==> src/rtl/cbrnp_pkg.sv <==
package cbrnp_pkg;
    localparam int IMMW = 16;
    localparam logic [5:0] OP_BNE = 6'b101111;
    localparam logic [5:0] OP_PFX = 6'b101100;
    localparam logic [3:0] BNE_SUB = 4'b0001;

    typedef enum logic [1:0] {
        COST_ONE   = 2'd1,
        COST_TWO   = 2'd2,
        COST_THREE = 2'd3
    } cost_e;

    typedef struct packed {
        logic            is_bne;
        logic            dslot;
        logic            is_pfx;
        logic            is_ctrl;
        logic [IMMW-1:0] imm;
    } dec_t;

    function automatic logic is_ctrl_op(logic [5:0] op);
        return (op[5:4] == 2'b10) && (op[2:1] == 2'b11);
    endfunction
endpackage

==> src/rtl/cbrnp_decode.sv <==
module cbrnp_decode
    import cbrnp_pkg::*;
#(
    parameter int XLEN = 32
) (
    input  logic [XLEN-1:0] instr,
    output dec_t            dec
);
    localparam int OPLSB = XLEN - 6;

    logic [5:0] op;

    always_comb begin
        op          = instr[XLEN-1:OPLSB];
        dec.is_bne  = (op == OP_BNE) && (instr[OPLSB-2:OPLSB-5] == BNE_SUB);
        dec.dslot   = instr[OPLSB-1];
        dec.is_pfx  = (op == OP_PFX);
        dec.is_ctrl = is_ctrl_op(op);
        dec.imm     = instr[IMMW-1:0];
    end

    // every branch is also a control-transfer instruction
    always_comb begin
        assert_bne_is_ctrl_R9: assert (!dec.is_bne || dec.is_ctrl);
    end
endmodule

==> src/rtl/cbrnp_target.sv <==
module cbrnp_target
    import cbrnp_pkg::*;
#(
    parameter int XLEN = 32
) (
    input  logic [XLEN-1:0] pc,
    input  logic [IMMW-1:0] imm,
    input  logic            pfx_pend,
    input  logic [IMMW-1:0] pfx_hi,
    input  logic            taken,
    input  logic            dslot,
    input  logic            in_slot,
    input  logic [XLEN-1:0] slot_tgt,
    output logic [XLEN-1:0] next_pc,
    output logic [XLEN-1:0] new_slot_tgt
);
    localparam int EXTW = XLEN - IMMW;

    logic [XLEN-1:0] imm_ext;
    logic [XLEN-1:0] br_tgt;
    logic [XLEN-1:0] seq_pc;

    always_comb begin
        if (pfx_pend)
            imm_ext = XLEN'({pfx_hi, imm});
        else
            imm_ext = {{EXTW{imm[IMMW-1]}}, imm};
        br_tgt = pc + imm_ext;
        seq_pc = pc + XLEN'(4);
        if (in_slot)
            next_pc = slot_tgt;
        else if (taken && !dslot)
            next_pc = br_tgt;
        else
            next_pc = seq_pc;
        new_slot_tgt = taken ? br_tgt : (pc + XLEN'(8));
    end
endmodule

==> src/rtl/cbr_next_pc.sv <==
module cbr_next_pc
    import cbrnp_pkg::*;
#(
    parameter int XLEN = 32
) (
    input  logic            clk,
    input  logic            rst,
    input  logic            instr_valid,
    input  logic [XLEN-1:0] instr,
    input  logic [XLEN-1:0] reg_val,
    input  logic            irq_req,
    output logic [XLEN-1:0] pc,
    output logic [XLEN-1:0] next_pc,
    output logic            flush,
    output logic [1:0]      cost,
    output logic            irq_accept,
    output logic            slot_err
);
    dec_t            dec;
    logic [XLEN-1:0] pc_q;
    logic            pfx_q;
    logic [IMMW-1:0] pfx_hi_q;
    logic            slot_q;
    logic [XLEN-1:0] slot_tgt_q;
    logic [XLEN-1:0] new_slot_tgt;
    logic            taken;
    logic            opens_slot;
    cost_e           cost_w;

    cbrnp_decode #(.XLEN(XLEN)) u_decode (
        .instr (instr),
        .dec   (dec)
    );

    cbrnp_target #(.XLEN(XLEN)) u_target (
        .pc           (pc_q),
        .imm          (dec.imm),
        .pfx_pend     (pfx_q),
        .pfx_hi       (pfx_hi_q),
        .taken        (taken),
        .dslot        (dec.dslot),
        .in_slot      (slot_q),
        .slot_tgt     (slot_tgt_q),
        .next_pc      (next_pc),
        .new_slot_tgt (new_slot_tgt)
    );

    always_comb begin
        taken      = instr_valid && !slot_q && dec.is_bne && (reg_val != '0);
        opens_slot = instr_valid && !slot_q && dec.is_bne && dec.dslot;
        flush      = taken && !dec.dslot;
        if (taken)
            cost_w = dec.dslot ? COST_TWO : COST_THREE;
        else
            cost_w = COST_ONE;
        irq_accept = irq_req && instr_valid && !dec.is_pfx
                     && !(dec.is_bne && dec.dslot && !slot_q);
        slot_err   = instr_valid && slot_q && (dec.is_pfx || dec.is_ctrl);
    end

    assign cost = cost_w;
    assign pc   = pc_q;

    always_ff @(posedge clk) begin
        if (rst) begin
            pc_q       <= '0;
            pfx_q      <= 1'b0;
            pfx_hi_q   <= '0;
            slot_q     <= 1'b0;
            slot_tgt_q <= '0;
        end else if (instr_valid) begin
            pc_q   <= next_pc;
            pfx_q  <= dec.is_pfx;
            slot_q <= opens_slot;
            if (dec.is_pfx)
                pfx_hi_q <= dec.imm;
            if (opens_slot)
                slot_tgt_q <= new_slot_tgt;
        end
    end

    // PC holds on idle cycles
    assert_pc_hold_R10: assert property (@(posedge clk) disable iff (rst)
        !instr_valid |=> $stable(pc_q));

    // a slot-bit branch always moves to the slot instruction at PC+4
    assert_slot_step_R6: assert property (@(posedge clk) disable iff (rst)
        (instr_valid && !slot_q && dec.is_bne && dec.dslot) |=> (pc_q == $past(pc_q) + XLEN'(4)));

    // a slot instruction neither flushes nor stalls
    assert_slot_cheap_R6: assert property (@(posedge clk) disable iff (rst)
        (instr_valid && slot_q) |-> (!flush && cost == 2'd1));

    // no interrupt accepted on a prefix
    assert_pfx_no_irq_R8: assert property (@(posedge clk) disable iff (rst)
        (instr_valid && dec.is_pfx) |-> !irq_accept);

    // prefix is consumed by the next instruction
    assert_pfx_clear_R5: assert property (@(posedge clk) disable iff (rst)
        (instr_valid && pfx_q && !dec.is_pfx) |=> !pfx_q);

    // flush only for a branch without slot
    assert_flush_cost_R3: assert property (@(posedge clk) disable iff (rst)
        flush |-> (cost == 2'd3 && instr_valid));

    // slot error only inside a slot
    assert_err_in_slot_R9: assert property (@(posedge clk) disable iff (rst)
        slot_err |-> slot_q);
endmodule

==> config.mk <==
export PLATFORM = sky130hd
export DESIGN_NAME = cbr_next_pc
export DESIGN_NICKNAME = d
export VERILOG_FILES = /design/src/rtl/cbrnp_pkg.sv /design/src/rtl/cbrnp_decode.sv /design/src/rtl/cbrnp_target.sv /design/src/rtl/cbr_next_pc.sv
export SDC_FILE = /design/constraint.sdc
export NUM_CORES = 1
export LEC_CHECK = 0
export ABC_AREA = 1
export CORE_AREA = 2 2 167 169
export CTS_CLUSTER_SIZE = 16
export DETAILED_ROUTE_END_ITERATION = 8
export DIE_AREA = 0 0 169 171
export PLACE_DENSITY = 0.53
export SYNTH_ARGS = -nofsm -noshare
export SYNTH_HDL_FRONTEND = slang
export SYNTH_SLANG_ARGS = --single-unit
==> constraint.sdc <==
create_clock -name clk -period 3 [get_ports clk]
set_input_delay 0.3 -clock clk [delete_from_list [all_inputs] [get_ports clk]]
set_output_delay 0.3 -clock clk [all_outputs]
set_load 0.1 [all_outputs]
# ---- Word level (Yosys, flattened, before mapping)
# Cells that the tools add are included.
dict set report classes {
  n_addsub 3
  n_eq_ne 5
  n_mux 6
  n_reduce_logical 22
}
# cell count
set ops {}
lappend ops {{2-to-1 mux 32 bit} 4}
lappend ops {{adder 32 x 3 -> 32 bit, second input constant} 1}
lappend ops {{adder 32 bit} 1}
lappend ops {{adder 32 x 4 -> 32 bit, second input constant} 1}
lappend ops {{nonzero test 32 bit} 1}
lappend ops {{logical AND 1 bit} 14}
lappend ops {{== test 6 bit, second input constant} 2}
lappend ops {{== test 2 bit, second input constant} 2}
lappend ops {{== test 4 x 1 -> 1 bit, second input constant} 1}
lappend ops {{zero test 1 bit} 4}
lappend ops {{AND reduction 2 bit} 2}
lappend ops {{2-to-1 mux 2 bit} 1}
lappend ops {{logical OR 1 bit} 1}
lappend ops {{2-to-1 mux 1 bit} 1}
dict set report word_totals {
  regBits 82
  input_bits 68
  output_inout_bits 69
  word_cells 41
}

# ---- Depth between registers and ports, before layout
# Gate-level depths: netlist of run 1.
dict set report logic_depth {
  ltp_word 7
  mapped_depth 19
  depth_no_buf 19
}

# ---- By module
# From an unflattened synthesis of run 1, not the netlist that was laid out.
dict set report unflattened {
  cells_unflattened 1437
  hier_area_um2 8267.9
}
# mod instances cells_each area_per_inst_um2 seq_area_each_um2
set by_module_without_submodules {}
lappend by_module_without_submodules {cbrnp_target 1 1010 4853.4 0.0}
lappend by_module_without_submodules {cbr_next_pc 1 396 3228.1 1641.6}
lappend by_module_without_submodules {cbrnp_decode 1 31 186.4 0.0}

# ---- Least setup slack after synthesis of run 1
# No wires, ideal clock.
dict set report synth_path {
  kind {reg-to-output}
  start {register pc_q[6] (netlist: pc[6])}
  end {output next_pc[31]}
  arrival_ps 2986
  t_required_ps 2700
  path_slack_ps -286
  stages_incl_launch_ff 13
  path_buffers 0
  cell_sequence {dfxtp_1 ha_1 nand2_1 inv_1 a21oi_1 nand2_1 nand2_1 nand2_1 nand2_1 nand3_1 nand3_1 nand2_1 nand2_1}
}
dict set report synth_between {
  elab_chain_cells 3
  word_cells_on_any_way 4
  cone_classes {add/sub (2); mux (2)}
}
# item line
set synth_lines {}
lappend synth_lines {{start: declaration} cbr_next_pc.sv:20} ;# logic [XLEN-1:0] pc_q;
lappend synth_lines {{start signal: assignment} cbr_next_pc.sv:72} ;# pc_q <= next_pc;
lappend synth_lines {{adder 32 x 3 -> 32 bit or adder 32 bit (tied branches)} {cbrnp_target.sv:29, cbrnp_target.sv:28}}
lappend synth_lines {{2-to-1 mux 32 bit *} cbrnp_target.sv:32} ;# else if (taken && !dslot)
lappend synth_lines {{2-to-1 mux 32 bit *} cbrnp_target.sv:30} ;# if (in_slot)
lappend synth_lines {{end: declaration} cbr_next_pc.sv:13} ;# output logic [XLEN-1:0] next_pc,
# Mark *: on every way between the ends. The rest lies on a longest branch, timed or not.

# ---- Worst setup path in the final report of run 1
dict set report layout_path {
  start {register pfx_q}
  end {output next_pc[31]}
}
dict set report layout_between {
  elab_chain_cells 4
}
# item line
set layout_lines {}
lappend layout_lines {{start: declaration} cbr_next_pc.sv:21} ;# logic pfx_q;
lappend layout_lines {{start signal: assignment} cbr_next_pc.sv:73} ;# pfx_q <= dec.is_pfx;
lappend layout_lines {{2-to-1 mux 32 bit} cbrnp_target.sv:24} ;# if (pfx_pend)
lappend layout_lines {{adder 32 bit} cbrnp_target.sv:28} ;# br_tgt = pc + imm_ext;
lappend layout_lines {{2-to-1 mux 32 bit} cbrnp_target.sv:32}
lappend layout_lines {{2-to-1 mux 32 bit} cbrnp_target.sv:30}
# No other way between the ends.

==> results of run 1 <==
per-layer routing:
metal	track usage (%)	part of all wire, %
met1	31.4	45
met2	37.9	45
met3	4.49	7.4
met4	7.58	2.8
met5	0	0
kinds of logic after synthesis:
group | after synthesis | share of synthesized area (%)
AND/OR/NAND/NOR | 732 | 38.3
buffers and inverters | 288 | 13.8
AO/OA/AOI/OAI | 250 | 16.0
flip-flops | 82 | 20.5
XOR/XNOR | 55 | 6.00
adder cells (fa/ha/maj) | 34 | 5.39
multiplexers | 1 | 0.125
timing repair:
action,CTS,global route
setup buffers,12,11
hold buffers,0,0
resized for setup,94,205
pin swaps,34,83
setup endpoints to repair,21,25
registers in the layout, summed over array words and instances, names as in the netlist:
signal / flops
pc: 32
slot_tgt_q: 32
pfx_hi_q: 16
pfx_q: 1
slot_q: 1
worst reg2reg max path: cells and delay by family (launching register included):
kind	cells	cell delay, ns
adders and majority gates	2	0.54
and+or+nand+nor	7	0.77
buffers and inverters	4	0.63
AOI/OAI and AO/OA	1	0.06
DFF	1	0.36
power by group through the flow:
stage	registers, mW	clock network [mW]	logic [mW]
after floorplan	1.39	0	0.779
after global placement	1.22	0	1.59
after detailed placement	1.22	0	1.59
after CTS	1.19	1.28	1.67
after global routing	1.20	1.31	2.01
final	1.20	1.26	1.89
layout make-up:
class | instances | share of cell area, %
Timing Repair Buffer | 231 | 19.8
Clock buffer | 13 | 2.30
Clock inverter | 3 | 0.360
Multi-Input combinational cell | 1072 | 52.3
Inverter | 246 | 7.66
Tap cell | 346 | 3.56
Sequential cell | 82 | 13.9
cell usage in the layout, fill, tap and decap left out, types with 18 or more instances in the layout:
cell / instances
dfxtp_2: 27
buf_12: 38
o21ai_0: 63
nand2_2: 83
nand3_1: 65
a21oi_1: 125
nand2_1: 387
clkdlybuf4s50_1: 53
dfxtp_1: 50
nand3_2: 19
inv_2: 18
ha_4: 24
xor2_1: 40
nor2_1: 88
o21ai_1: 22
inv_1: 223
buf_4: 123
nor2_2: 23
stage by stage:
step,utilization [%],total power [mW]
after global placement,38.4,2.81
after floorplan,-,2.17
final,44.5,4.36
after detailed placement,38.4,2.81
after global routing,44.5,4.52
after CTS,40.9,4.14
worst max-delay path by stage:
stage,depth (start not counted),slack (ns),end
2_1_floorplan,9,-0.04,next_pc[31]
3_3_place_gp,17,-0.30,next_pc[24]
3_5_place_dp,17,-0.32,next_pc[24]
4_1_cts,17,-0.04,next_pc[28]
5_1_grt,18,-0.11,next_pc[31]
6_report,18,0.002,next_pc[31]
==> results.tsv, run 1 <==
stage	metric	value	unit
die	Ports	137	
global_routing	gr usage total	23.4	%
finish	final non-filler cell total	1993	
finish	post-route cell area	0.0122	mm2
sta	Min Hold Slack	0.343	ns
yosys	most frequent cells after synthesis	479 x nand2_1, 233 x inv_1, 137 x a21oi_1	
worst_setup_path	path depth of the worst reg2reg path	14	
place	Post-DP HPWL	26500	um
worst_setup_path	Crit Path Class	flip-flop to output port	
finish	final net count	1744	
power	Int Pwr	2.56	mW
power	Sw Share	41.3	%
routing	WL per Instance	17.5	um
power	Power Dens Cells	358	mW/mm2
finish	Layout fillers	2883	
yosys	Post-Syn Area	0.00803	mm2
sta	final hold vios	0	
global_routing	grt ovf	0	
place	Post-Place Worst Slack	-0.323	ns
yosys	count leader, synth	nand2_1	
worst_setup_path	Top delay family on crit path	simple AND/OR/NAND/NOR gates	
yosys	Post-synth ARST share	0	%
die	die area	0.0289	mm2
die	Cell Rows	61	
worst_setup_path	WP data arrival	2.70	ns
sta	clock skew	0.00840	ns
routing	DR iter-0 viols	676	
worst_setup_path	CP peak stage delay	0.38	ns
finish	P&R area growth vs syn	51.5	%
place	dpl cell area	0.0105	mm2
place	Placed Cells	1954	
worst_setup_path	worst path required time	2.70	ns
yosys	Syn Nets	1544	
clock_network	Root Buffer	clkbuf_16	
finish	layout cell share with drive strength beyond 1	29.0	%
min_path	Min-Delay Path Depth	3	
routing	Via-to-Cell Ratio	4.93	
clock_network	CTS Buffer Depth	2	
worst_setup_path	Critical Path Source Type	flip-flop	
global_routing	first-pass GRT wire length	51300	um
sta	final setup violation count	0	
worst_setup_path	Crit. End Element	output port	
die	DIE WIDTH	169	um
min_path	worst hold endpoint	pfx_hi_q[0]	
clock_network	CTS Buf Count	9	
yosys	top cells by area, synth	nand2_1 22%, dfxtp_1 20%, inv_1 11%	
worst_setup_path	reg2reg end	slot_tgt_q[20]	
global_routing	largest net degree at the start of global routing	57	
sta	crit share post-route	99.9	%
sta	Max transition margin	56.2	%
yosys	Synth Flop Type	dfxtp_1	
sta	Worst-Margin Slew	0.657	ns
die	Die H	171	um
routing	drt pass-1 iters	6	
clock_network	TritonCTS clock tree	done	
yosys	number of flops mapped to enable cells by yosys	0	
worst_setup_path	critical-path cell list	inv_4, buf_8, buf_12, o21ai_4, ha_4, nand2_1, nand2_2, nand2_2, nand2_2, nand2_2, nand2_2, a21oi_2, nand2_1, nand2_2, nand3_4, nand2_2, nand2_2, buf_12	
sta	post-route setup slack	0.00244	ns
power	Combinational Power Share	43.5	%
power	VDD IR max	0.225	mV
power	Sequential Power Share	27.6	%
sta	RSZ-0062 raised after global routing	true	
clock_network	clock sink total	82	
sta	minimum clock period	3.00	ns
global_routing	initial antenna violation count	0	
run	Max Cap Viol	0	
finish	area of the multi-input gates	0.00636	mm2
power	Switch Pwr	1.80	mW
yosys	Mapped Avg Cell Area	5.57	um2
routing	WL final	35000	um
min_path	HP Class	input port to flip-flop	
worst_setup_path	crit path max-delay cell type	dfxtp_4	
worst_setup_path	reg2reg start	pc[0]	
place	PortBufs	131	
finish	register area	0.00169	mm2
power	Clk pwr share	28.9	%
clock_network	clock slew at reported path FFs	0.07	ns
routing	DRC viols	0	
worst_setup_path	Crit Path Max Fanout	7	
finish	Antenna diodes	0	
worst_setup_path	R2R setup slack	0.55	ns
clock_network	worst skew pair latency	0.36	ns
yosys	YS warnings	0	
die	core area	0.0273	mm2
outcome	run status	completed	
clock_network	CTS H-tree lvls	3	
worst_setup_path	crit path from	pfx_q	
routing	vias	9823	
die	initial cell density of the core	29.4	%
yosys	synthesized instance count	1442	
sta	Slew Viols, Final	0	
sta	Setup TNS	0	ns
yosys	Synth area leader	nand2_1	
routing	Final ANT Viol Nets	0	
yosys	area share of the largest cell type after synthesis	22.4	%
yosys	count of state elements after synthesis	82	
power	LEAKAGE	5.85	nW
global_routing	vias in the first global route	9114	
worst_setup_path	Buf+Inv Stages, Crit Path	4	
sta	FMAX	0.334	GHz
worst_setup_path	Top cell by count, worst path	nand2_2	
yosys	Yosys cell types	40	
place	routability cong.	0.975	
yosys	sequential share of the synthesized area	20.5	%
min_path	Hold Crit Start	instr[0]	
(Power assumes the default switching activity.)
==> inputs of run 2 (changes only) <==
--- a/config.mk
+++ b/config.mk
@@ -6,11 +6,12 @@
 export NUM_CORES = 1
 export LEC_CHECK = 0
 export ABC_AREA = 1
-export CORE_AREA = 2 2 167 169
+export CORE_AREA = 2 2 170 172
 export CTS_CLUSTER_SIZE = 16
 export DETAILED_ROUTE_END_ITERATION = 8
-export DIE_AREA = 0 0 169 171
-export PLACE_DENSITY = 0.53
+export DIE_AREA = 0 0 172 174
+export PLACE_DENSITY = 0.52
 export SYNTH_ARGS = -nofsm -noshare
 export SYNTH_HDL_FRONTEND = slang
+export SYNTH_HIERARCHICAL = 1
 export SYNTH_SLANG_ARGS = --single-unit
==> run 2 against run 1 <==
  * Maximum frequency up 0.88%
  * First-iteration DRC count grew 4.9%
  * Via count shrank 2.0%
  * Cell area up 1.9%
  * Critical endpoint is now next_pc[18]
  * Highest routed layer unchanged
==> results.tsv, run 2 <==
stage	metric	value	unit	change
outcome	run status	completed		
global_routing	met1 Track Usage GR	29.1	%	-2.4 points
yosys	Syn Nets	1539		-0.32%
finish	final non-filler cell total	2014		+1.1%
power	Power Dens Cells	234	mW/mm2	-35%
yosys	Post-Syn Area	0.00827	mm2	+3.0%
power	Switch Pwr	0.837	mW	-53%
run	Max Cap Viol	0		unchanged
place	PortBufs	131		unchanged
sta	minimum clock period	2.97	ns	-0.0263 ns
clock_network	CTS Buffer Depth	2		unchanged
sta	post-route setup slack	0.0287	ns	+0.0263 ns
worst_setup_path	worst path required time	2.70	ns	about the same
worst_setup_path	R2R setup slack	0.43	ns	-0.12 ns
min_path	HP Class	input port to flip-flop		
worst_setup_path	WP data arrival	2.67	ns	-0.03 ns
worst_setup_path	Critical Path Source Type	flip-flop		
finish	P&R area growth vs syn	49.9	%	
sta	Worst-Margin Slew	0.564	ns	-0.0928 ns
global_routing	initial antenna violation count	0		unchanged
global_routing	first-pass GRT wire length	51300	um	about the same
global_routing	vias in the first global route	9161		+0.52%
routing	Final ANT Viol Nets	0		unchanged
sta	Max transition margin	62.4	%	+6.2 points
sta	FMAX	0.337	GHz	+0.88%
yosys	Synth Flop Type	dfxtp_1		
power	Int Pwr	2.06	mW	-19%
die	Die H	174	um	+1.8%
power	LEAKAGE	5.45	nW	-7.0%
power	VDD IR max	0.327	mV	+45%
routing	vias	9622		-2.0%
clock_network	CTS Buf Count	9		unchanged
yosys	count of state elements after synthesis	82		unchanged
worst_setup_path	Crit. End Element	output port		
global_routing	met2 GRT Util	37.6	%	-0.34 points
sta	Min Hold Slack	0.315	ns	-0.0288 ns
finish	Layout fillers	2965		+2.8%
die	DIE WIDTH	172	um	+1.8%
yosys	Mapped Avg Cell Area	5.75	um2	+3.4%
yosys	count leader, synth	nand2_1		
yosys	sequential share of the synthesized area	19.9	%	-0.60 points
place	Placed Cells	1984		+1.5%
routing	WL final	34100	um	-2.5%
finish	Antenna diodes	0		unchanged
finish	layout cell share with drive strength beyond 1	30.2	%	+1.2 points
power	Combinational Power Share	18.2	%	-25 points
global_routing	largest net degree at the start of global routing	83		+46%
clock_network	Root Buffer	clkbuf_16		
routing	DR iter-0 viols	709		+4.9%
die	initial cell density of the core	29.3	%	-0.095 points
global_routing	GR peak layer	met2		
die	die area	0.0299	mm2	+3.6%
place	Post-Place Worst Slack	-0.401	ns	-0.0779 ns
global_routing	gr usage total	22.5	%	-0.91 points
place	Post-DP HPWL	26200	um	-1.2%
yosys	area share of the largest cell type after synthesis	23.8	%	+1.4 points
clock_network	clock slew at reported path FFs	0.07	ns	about the same
clock_network	clock sink total	82		unchanged
yosys	YS warnings	6		+6
sta	clock skew	0.0136	ns	+0.00523 ns
finish	final net count	1727		-0.97%
worst_setup_path	Crit Path Class	flip-flop to output port		
yosys	synthesized instance count	1437		-0.35%
routing	Via-to-Cell Ratio	4.78		-3.1%
sta	RSZ-0062 raised after global routing	true		
worst_setup_path	Crit Path Max Fanout	6		-1
clock_network	TritonCTS clock tree	done		
yosys	Yosys cell types	51		+28%
clock_network	hold_buf cts	0		unchanged
finish	most frequent cells in the layout	454 x nand2_1, 189 x inv_1, 133 x buf_4		
sta	final setup violation count	0		unchanged
routing	drt pass-1 iters	6		unchanged
yosys	number of flops mapped to enable cells by yosys	0		unchanged
power	Sw Share	28.9	%	-12 points
routing	WL per Instance	16.9	um	-3.5%
power	Clk pwr share	44.0	%	+15 points
global_routing	grt ovf	0		unchanged
yosys	Synth area leader	nand2_1		
die	core area	0.0282	mm2	+3.3%
die	Ports	137		unchanged
yosys	most frequent cells after synthesis	525 x nand2_1, 191 x inv_1, 141 x nor2_1		
sta	Slew Viols, Final	0		unchanged
sta	crit share post-route	99.0	%	-0.88 points
clock_network	CTS H-tree lvls	3		unchanged
routing	DRC viols	0		unchanged
yosys	Post-synth ARST share	0	%	unchanged
power	Sequential Power Share	37.8	%	+10 points
yosys	top cells by area, synth	nand2_1 24%, dfxtp_1 20%, inv_1 8.7%		
global_routing	met3 GRT Util	3.12	%	-1.4 points
finish	area of the multi-input gates	0.00655	mm2	+2.9%
finish	most common cell after layout, fill and taps aside	nand2_1		
place	routability cong.	0.921		-5.5%
die	Cell Rows	62		+1.6%
finish	register area	0.00169	mm2	-0.15%
sta	final hold vios	0		unchanged
clock_network	worst skew pair latency	0.36	ns	about the same
## run 2: worst max-delay path: stages (launching register included)
cell and delay (ns):
dfxtp_2 0.36, inv_2 0.05, nand2_4 0.11, buf_8 0.14
nand2_2 0.07, ha_4 0.30, nand2_4 0.07, nor2_2 0.14
nand2_1 0.12, nand2_2 0.11, inv_1 0.05, nand2_2 0.06
xor2_2 0.19, buf_4 0.15, nand2_1 0.06, nand2_2 0.09
nand2_4 0.06, buf_12 0.16
## run 2: cells by family (layout without fill, tap and decap cells)
group           after synthesis  after routing  share of synthesized area (%)
buf+inv                     272            465                           14.1
simple gates                810            810                           41.1
flops                        82             82                           19.9
compound gates              197            197                           15.2
fa+ha+maj                    34             34                           5.24
mux                           1              1                          0.121
xor+xnor                     41             41                           4.34
## run 2: what timing repair did
item	in CTS	in global routing
resized for setup	50	151
setup endpoints to repair	20	29
gates cloned	0	2
buffers inserted	4	8
pin swaps	9	54
## run 2: final timing paths
kind                 startpoint  depth (start not counted)            end
hold / removal        instr[11]                          3   pfx_hi_q[11]
setup / recovery          pfx_q                         17    next_pc[18]
setup reg to reg          pfx_q                         16         pc[27]
hold reg to reg   slot_tgt_q[0]                          2  slot_tgt_q[0]
## run 2: power by group through the flow
stage / sequential [mW] / combinational, mW / clock (mW)
3_5_place_dp: 1.12 / 0.444 / 0
4_1_cts: 1.10 / 0.464 / 1.30
5_1_grt: 1.09 / 0.566 / 1.34
6_report: 1.09 / 0.528 / 1.27
2_1_floorplan: 1.14 / 0.221 / 0
3_3_place_gp: 1.12 / 0.441 / 0
## run 2: area by class of cell
cell class / instances / share of cell area (%)
clock buffer: 9 / 1.82
clock inverter: 7 / 0.797
inverter: 207 / 6.38
multi-input combinational: 1083 / 52.9
sequential: 82 / 13.6
tap: 384 / 3.88
timing repair buffer: 242 / 20.6
## run 2: metrics by stage
step / cell area, um2 / power (mW) / utilization (%) / TNS (ns)
finish: 12400 / 2.90 / 43.9 / 0
global route: 12400 / 3.00 / 43.9 / -0.908
CTS: 11600 / 2.86 / 41.0 / -0.0740
detailed placement: 11000 / 1.57 / 38.9 / -4.02
global placement: 11000 / 1.56 / 38.9 / -4.12
floorplan: 8520 / 1.36 / - / -0.0834
## run 2: metal layers
metal  up-vias  routed length, um
li1       4865                  -
met1      4422              14900
met2       284              16200
met3        51               1690
met4         0               1220
met5         -                  0
